[src/rtl/exc_pkg.sv]
// Shared types for the exception priority arbiter.
// Assumes at most 8 trap slots, so that 15-t stays at or above 8.
package exc_pkg;
    typedef logic [3:0] lvl_t;
    localparam int IRQ_PW = 3;
endpackage

[src/rtl/exc_pend_regs.sv]
// Pending bits for traps and interrupts, plus registered copies of the
// interrupt enables and priorities. A raise pulse sets a pending bit. A clear
// request naming that vector resets it, and a raise in the same cycle wins.
// Reserved trap slots are tied to zero.
module exc_pend_regs
    import exc_pkg::*;
#(
    parameter int                     NUM_TRAPS = 8,
    parameter int                     NUM_IRQS  = 54,
    parameter logic [NUM_TRAPS-1:0]   TRAP_RSVD = 8'hF0,
    localparam int                    VEC_W     = $clog2(NUM_TRAPS + NUM_IRQS)
) (
    input  logic                         clk,
    input  logic                         rst_n,
    input  logic [NUM_TRAPS-1:0]         trap_raise,
    input  logic [NUM_IRQS-1:0]          irq_raise,
    input  logic [NUM_IRQS-1:0]          irq_en_in,
    input  logic [NUM_IRQS*IRQ_PW-1:0]   irq_prio_in,
    input  logic                         clr_valid,
    input  logic [VEC_W-1:0]             clr_vec,
    output logic [NUM_TRAPS-1:0]         trap_pend,
    output logic [NUM_IRQS-1:0]          irq_pend,
    output logic [NUM_IRQS-1:0]          irq_en_q,
    output logic [NUM_IRQS*IRQ_PW-1:0]   irq_prio_q
);
    // Raise pulses on reserved slots go nowhere.
    logic rsvd_unused;
    assign rsvd_unused = ^(trap_raise & TRAP_RSVD);

    for (genvar t = 0; t < NUM_TRAPS; t++) begin : g_trap
        if (TRAP_RSVD[t]) begin : g_rsvd
            assign trap_pend[t] = 1'b0;
        end else begin : g_live
            logic pend_q;
            // Set on raise, clear on acknowledge of this vector.
            always_ff @(posedge clk) begin
                if (!rst_n)                                      pend_q <= 1'b0;
                else if (trap_raise[t])                          pend_q <= 1'b1;
                else if (clr_valid && clr_vec == VEC_W'(t))      pend_q <= 1'b0;
            end
            assign trap_pend[t] = pend_q;
        end
    end

    for (genvar j = 0; j < NUM_IRQS; j++) begin : g_irq
        // Set on raise, clear on acknowledge of this vector.
        always_ff @(posedge clk) begin
            if (!rst_n)                                              irq_pend[j] <= 1'b0;
            else if (irq_raise[j])                                   irq_pend[j] <= 1'b1;
            else if (clr_valid && clr_vec == VEC_W'(NUM_TRAPS + j))  irq_pend[j] <= 1'b0;
        end
    end

    // Register the software-written enables and priorities.
    always_ff @(posedge clk) begin
        if (!rst_n) begin
            irq_en_q   <= '0;
            irq_prio_q <= '0;
        end else begin
            irq_en_q   <= irq_en_in;
            irq_prio_q <= irq_prio_in;
        end
    end
endmodule

[src/rtl/exc_arbiter.sv]
// Combinational winner search. Traps get priority 15-t. An interrupt competes
// only when it is enabled and its priority field is non-zero. The scan runs
// from the highest vector down with >=, so the lowest vector wins a tie.
// Assumes NUM_TRAPS <= 8. prio 0 on the output means nothing competes.
module exc_arbiter
    import exc_pkg::*;
#(
    parameter int  NUM_TRAPS = 8,
    parameter int  NUM_IRQS  = 54,
    localparam int VEC_W     = $clog2(NUM_TRAPS + NUM_IRQS)
) (
    input  logic [NUM_TRAPS-1:0]         trap_pend,
    input  logic [NUM_IRQS-1:0]          irq_pend,
    input  logic [NUM_IRQS-1:0]          irq_en,
    input  logic [NUM_IRQS*IRQ_PW-1:0]   irq_prio,
    output logic [VEC_W-1:0]             win_vec,
    output lvl_t                         win_prio
);
    // Scan all sources and keep the best priority, with lowest vector on ties.
    always_comb begin
        lvl_t cand;
        win_vec  = '0;
        win_prio = '0;
        for (int i = NUM_IRQS - 1; i >= 0; i--) begin
            cand = (irq_pend[i] && irq_en[i]) ? lvl_t'(irq_prio[IRQ_PW*i +: IRQ_PW]) : '0;
            if (cand != '0 && cand >= win_prio) begin
                win_prio = cand;
                win_vec  = VEC_W'(NUM_TRAPS + i);
            end
        end
        for (int t = NUM_TRAPS - 1; t >= 0; t--) begin
            if (trap_pend[t] && lvl_t'(15 - t) >= win_prio) begin
                win_prio = lvl_t'(15 - t);
                win_vec  = VEC_W'(t);
            end
        end
    end
endmodule

[src/rtl/exc_lvl_stack.sv]
// LIFO of saved processor levels. A push writes at the current depth. A pop
// exposes the entry below. A pop on an empty stack is ignored. Assumes the
// caller never pushes into a full stack; the assertion below guards that.
module exc_lvl_stack
    import exc_pkg::*;
#(
    parameter int  DEPTH = 16,
    localparam int PTR_W = $clog2(DEPTH + 1),
    localparam int IDX_W = $clog2(DEPTH)
) (
    input  logic clk,
    input  logic rst_n,
    input  logic push,
    input  logic pop,
    input  lvl_t push_lvl,
    output lvl_t top_lvl,
    output logic empty
);
    localparam logic [PTR_W-1:0] FULL = PTR_W'(DEPTH);

    lvl_t             mem [DEPTH];
    logic [PTR_W-1:0] depth_q;
    logic [PTR_W-1:0] top_idx;

    assign top_idx = depth_q - PTR_W'(1);
    assign top_lvl = mem[top_idx[IDX_W-1:0]];
    assign empty   = (depth_q == '0);

    // Track how many levels are saved.
    always_ff @(posedge clk) begin
        if (!rst_n)                depth_q <= '0;
        else if (push)             depth_q <= depth_q + PTR_W'(1);
        else if (pop && !empty)    depth_q <= top_idx;
    end

    // Store the pushed level in the next free slot.
    always_ff @(posedge clk) begin
        if (push && depth_q < FULL) mem[depth_q[IDX_W-1:0]] <= push_lvl;
    end


    no_overflow_chk: assert property (@(posedge clk) disable iff (!rst_n)
        push |-> depth_q < FULL);
endmodule

[src/rtl/exc_prioritizer.sv]
// Top of the exception priority arbiter. Holds the processor level,
// registers the winner into vec_o/prio_o/take_o, and runs the acknowledge
// and return handshake. take_o is held low for one cycle after any level
// change, so a stale winner cannot be acknowledged twice.
module exc_prioritizer
    import exc_pkg::*;
#(
    parameter int                    NUM_TRAPS = 8,
    parameter int                    NUM_IRQS  = 54,
    parameter int                    STK_DEPTH = 16,
    parameter logic [NUM_TRAPS-1:0]  TRAP_RSVD = 8'hF0,
    localparam int                   VEC_W     = $clog2(NUM_TRAPS + NUM_IRQS)
) (
    input  logic                          clk,
    input  logic                          rst_n,
    input  logic [NUM_TRAPS-1:0]          trap_raise,
    input  logic [NUM_IRQS-1:0]           irq_raise,
    input  logic [NUM_IRQS-1:0]           irq_en,
    input  logic [NUM_IRQS*IRQ_PW-1:0]    irq_prio,
    input  logic                          ack,
    input  logic                          ret,
    output logic [VEC_W-1:0]              vec_o,
    output logic [3:0]                    prio_o,
    output logic                          take_o,
    output logic [3:0]                    cpu_lvl_o
);
    logic [NUM_TRAPS-1:0]        trap_pend;
    logic [NUM_IRQS-1:0]         irq_pend;
    logic [NUM_IRQS-1:0]         irq_en_q;
    logic [NUM_IRQS*IRQ_PW-1:0]  irq_prio_q;
    logic [VEC_W-1:0]            win_vec;
    lvl_t                        win_prio;
    lvl_t                        cpu_lvl;
    lvl_t                        stk_top;
    logic                        stk_empty;
    logic                        do_ack;
    logic                        do_ret;

    assign do_ack    = ack && take_o;
    assign do_ret    = ret && !do_ack && !stk_empty;
    assign cpu_lvl_o = cpu_lvl;

    exc_pend_regs #(.NUM_TRAPS(NUM_TRAPS), .NUM_IRQS(NUM_IRQS), .TRAP_RSVD(TRAP_RSVD)) u_pend (
        .clk(clk), .rst_n(rst_n), .trap_raise(trap_raise), .irq_raise(irq_raise),
        .irq_en_in(irq_en), .irq_prio_in(irq_prio), .clr_valid(do_ack), .clr_vec(vec_o),
        .trap_pend(trap_pend), .irq_pend(irq_pend), .irq_en_q(irq_en_q), .irq_prio_q(irq_prio_q)
    );

    exc_arbiter #(.NUM_TRAPS(NUM_TRAPS), .NUM_IRQS(NUM_IRQS)) u_arb (
        .trap_pend(trap_pend), .irq_pend(irq_pend), .irq_en(irq_en_q), .irq_prio(irq_prio_q),
        .win_vec(win_vec), .win_prio(win_prio)
    );

    exc_lvl_stack #(.DEPTH(STK_DEPTH)) u_stk (
        .clk(clk), .rst_n(rst_n), .push(do_ack), .pop(do_ret), .push_lvl(cpu_lvl),
        .top_lvl(stk_top), .empty(stk_empty)
    );

    // Raise the level on acknowledge and restore it on return.
    always_ff @(posedge clk) begin
        if (!rst_n)      cpu_lvl <= '0;
        else if (do_ack) cpu_lvl <= prio_o;
        else if (do_ret) cpu_lvl <= stk_top;
    end

    // Register the winner and the take decision.
    always_ff @(posedge clk) begin
        if (!rst_n) begin
            vec_o  <= '0;
            prio_o <= '0;
            take_o <= 1'b0;
        end else begin
            vec_o  <= win_vec;
            prio_o <= win_prio;
            take_o <= !(do_ack || do_ret) && (win_prio > cpu_lvl);
        end
    end


    take_gt_lvl_chk: assert property (@(posedge clk) disable iff (!rst_n)
        take_o |-> prio_o > cpu_lvl);

    ack_raise_chk: assert property (@(posedge clk) disable iff (!rst_n)
        do_ack |=> (cpu_lvl == $past(prio_o)) && !take_o);

    ack_ignored_chk: assert property (@(posedge clk) disable iff (!rst_n)
        (ack && !take_o && !ret) |=> $stable(cpu_lvl));

    ret_lower_chk: assert property (@(posedge clk) disable iff (!rst_n)
        do_ret |=> cpu_lvl < $past(cpu_lvl));

    trap_win_chk: assert property (@(posedge clk) disable iff (!rst_n)
        (prio_o > 4'd7) |-> (vec_o < VEC_W'(NUM_TRAPS)));
endmodule

[config.mk]
export PLATFORM = sky130hd
export DESIGN_NAME = exc_prioritizer
export DESIGN_NICKNAME = d
export VERILOG_FILES = /design/src/rtl/exc_pkg.sv /design/src/rtl/exc_pend_regs.sv /design/src/rtl/exc_arbiter.sv /design/src/rtl/exc_lvl_stack.sv /design/src/rtl/exc_prioritizer.sv
export SDC_FILE = /design/constraint.sdc
export NUM_CORES = 1
export LEC_CHECK = 0
export ABC_CLOCK_PERIOD_IN_PS = 93700
export BUFFER_PORTS_ARGS = -buffer_cell sky130_fd_sc_hd__clkbuf_2
export CORE_MARGIN = 2
export CORE_UTILIZATION = 50
export CTS_BUF_LIST = sky130_fd_sc_hd__clkbuf_4
export CTS_CLUSTER_SIZE = 25
export DETAILED_ROUTE_END_ITERATION = 16
export HOLD_SLACK_MARGIN = 0.15
export MAX_ROUTING_LAYER = met4
export PLACE_DENSITY_LB_ADDON = 0.08
export SYNTH_ARGS = -nofsm -noshare
export SYNTH_HDL_FRONTEND = slang
export SYNTH_HIERARCHICAL = 1
export SYNTH_SLANG_ARGS = --single-unit
[constraint.sdc]
create_clock -name clk -period 93.7 [get_ports clk]
set_input_delay 23.425 -clock clk [delete_from_list [all_inputs] [get_ports clk]]
set_output_delay 23.425 -clock clk [all_outputs]
set_load 0.01 [all_outputs]
==> reports/results.tsv <==
metric	value	unit
status	complete, no violations	
cts_buffers	94	
synth_edf_count	64	
track_usage	0.307	
start_util	0.508	
ant_nets	0	
post-dp-hpwl	54400	um
synth_simple_gate_area_frac	0.282	
wl_per_cell	19.3	um
gp_congestion	0.997	
finalPower	471	uW
cts_buffer_depth	3	
fp.dieH	216	um
design_area	25600	sq um
synthTopCellsByCount	294 x dfxtp_1, 273 x and2_1, 196 x nand2_1, 193 x nor2_1, 170 x o21ai_0	
pre_cts_ws	7300	ps
yosysWarnings	6	
drv_cap	0	
clockRootBuffer	clkbuf_4	
synth-seq-cells	358	
layout.nets	3356	
slowest_stage	or4b_1	
hp-start	prio_o[2]$_SDFF_PN0_	
rr_startpoint	u_pend/irq_pend[52]$_SDFFE_PN0P_	
syn_avg_cell_area	8.52	sq um
cpMostUsedCell	ha_1	
grt_remaining_overflow	0	
dpl_cell_area	24400	sq um
cpPeakStageDelay	590	ps
die-area	46600	sq um
drv_slew	0	
critPathArrivalTime	87110	ps
worstRegToRegCells	407	
drt-total-wl	70000	um
cts_tree	yes	
syn_to_final_growth	14.0	%
drt-vias-per-instance	5.94	
cp_max_fo	13	
fin_ws	7290	ps
clk_pin_slew	70	ps
r2r_end	take_o$_SDFF_PN0_	
ys_seq_area_frac	0.348	
syn_area	22400	sq um
fin_crit_sh	0.922	
drt_pass1_iterations	8	
die_width	216	um
path_delay_family	compound AO/OA/AOI/OAI gates	
drc	0	
clock_skew	89.1	ps
irDropWorstVdd	0.0000110	V
yosysTopAreaCell	dfxtp_1	
path_class	flop to flop	
worstPathRequired	94400	ps
num_vias	21500	
postSynthCellCount	2634	
cp-start-kind	flop	
synthXorXnorAreaFrac	0.00229	
min_period	86410	ps
first_global_vias	20900	
hold_end	cpu_lvl_o[2]$_SDFFE_PN0P_	
core_area	44200	sq um
synthDominantCellAreaShare	0.262	
synth_ff_type	dfxtp_1	
power_per_cell_area	18.4	nW/um^2
drive_above_1_share	0.189	
rows	77	
ctsHtreeMaxLevel	3	
fmax	11.6	MHz
grt_setup_unrepaired	false	
holdPathStages	2	
worst_pin_slew	1190	ps
grt_max_degree	114	
synth_fa_ha_area_frac	0.0702	
first_iter_violations	1747	
fin_tns_setup	0	ps
slew_headroom	0.205	
pin_count	297	
place_inst	3452	
final_util	0.579	
reg2reg_slack	7290	ps
grt_pass1_wl	111000	um
cts_sinks	358	
path_buf_inv	22	
end_kind	flop	
hp-class	flop to flop	
synth_most_common_cell	dfxtp_1	
hold_viol_final	0	
hold_ws	455	ps
setup_violations	0	
p_leak	11.3	nW
io_buffers	292	
synth_compound_area_frac	0.237	
synth_top_family_by_area	simple AND/OR/NAND/NOR gates	
synth_mux_area_frac	0.0215	
synthArstFlopShare	0	
clock_latency	880	ps
antenna_found_initial	2	
final_cells	3619	
synth_cell_types	124	
synth.area.top_cells	dfxtp_1 26%, edfxtp_1 8.6%, and2_1 7.6%	
[worst max-delay path by stage]
stage | start | to | slack (ps) | depth (start not counted)
final | u_pend/irq_pend[52]$_SDFFE_PN0P_ | take_o$_SDFF_PN0_ | 7290 | 407
after global routing | u_pend/irq_pend[52]$_SDFFE_PN0P_ | take_o$_SDFF_PN0_ | 90 | 413
after CTS | u_pend/irq_pend[52]$_SDFFE_PN0P_ | take_o$_SDFF_PN0_ | 6870 | 409
after detailed placement | u_pend/irq_pend[52]$_SDFFE_PN0P_ | take_o$_SDFF_PN0_ | 7300 | 409
after global placement | u_pend/irq_pend[52]$_SDFFE_PN0P_ | take_o$_SDFF_PN0_ | 8730 | 410
after floorplan | u_pend/irq_pend[52]$_SDFFE_PN0P_ | take_o$_SDFF_PN0_ | 20660 | 407
[where the power goes]
group	total, mW	switching, mW	internal (mW)
clock network	0.135	0.0658	0.0688
registers	0.175	0.00775	0.167
logic	0.162	0.0954	0.0663
total	0.471	0.169	0.302
[final cells by class]
cell class,instances,area (sq um)
clock inverter,36,206
timing repair buffer,302,1540
antenna,3,7.51
tap,592,741
multi-input combinational,2071,13800
fill,4025,18600
inverter,129,489
sequential,358,7810
clock buffer,128,961
[cells in the final DEF, fill, tap and decap left out, types with 28 or more instances in the layout]
master	n
nor3_1	32
o21ai_0	168
clkbuf_2	291
nor2_1	192
edfxtp_1	64
inv_1	128
and3_1	86
a21oi_1	118
dfxtp_1	293
and2_1	272
nand2_1	196
nand3_1	138
a31oi_1	68
clkbuf_4	128
nand2b_1	50
a41oi_1	30
a21o_1	28
ha_1	118
[state kept, by name, indices dropped and copies added, names as in the netlist]
signal,flops
vec_o,6
cpu_lvl_o,4
take_o,1
u_pend/irq_pend,54
u_pend/irq_en_q,54
prio_o,4
u_pend/irq_prio_q,162
u_stk/mem,64
u_pend/g_trap.g_live.pend_q,4
u_stk/depth_q,5
[worst register-to-register path: cells and delay by family, from the launching register on]
kind                     cells  cell delay (ps)
adder cells (fa/ha/maj)     63            17490
buffers and inverters       22             2190
AND/OR/NAND/NOR            137            24080
multiplexers                 8             2520
AO/OA/AOI/OAI              177            39650
flip-flops                   1              350
[what timing repair did]
action / 4_1_cts / 5_1_grt
setup endpoints to repair: 0 / 10
buffers inserted: 0 / 0
hold buffers: 0 / 0
gates resized for setup: 0 / 14
[routing by layer]
metal  track usage  vias to the layer above  wire (um)
met5             -                        -          0
met4         0.103                        0       2060
met3        0.0648                      119       5360
met2         0.465                      771      30800
met1         0.407                    10100      31800
li1              -                    10500          -
[logic make-up after synthesis]
| group | count (synthesis) |
|---|---|
| AND/OR/NAND/NOR | 1151 |
| AO/OA/AOI/OAI | 746 |
| flip-flops | 358 |
| XOR/XNOR | 5 |
| multiplexers | 37 |
| adder cells (fa/ha/maj) | 128 |
| buffers and inverters | 208 |
| other | 1 |
Note: power is estimated with default switching activity, not from simulation.
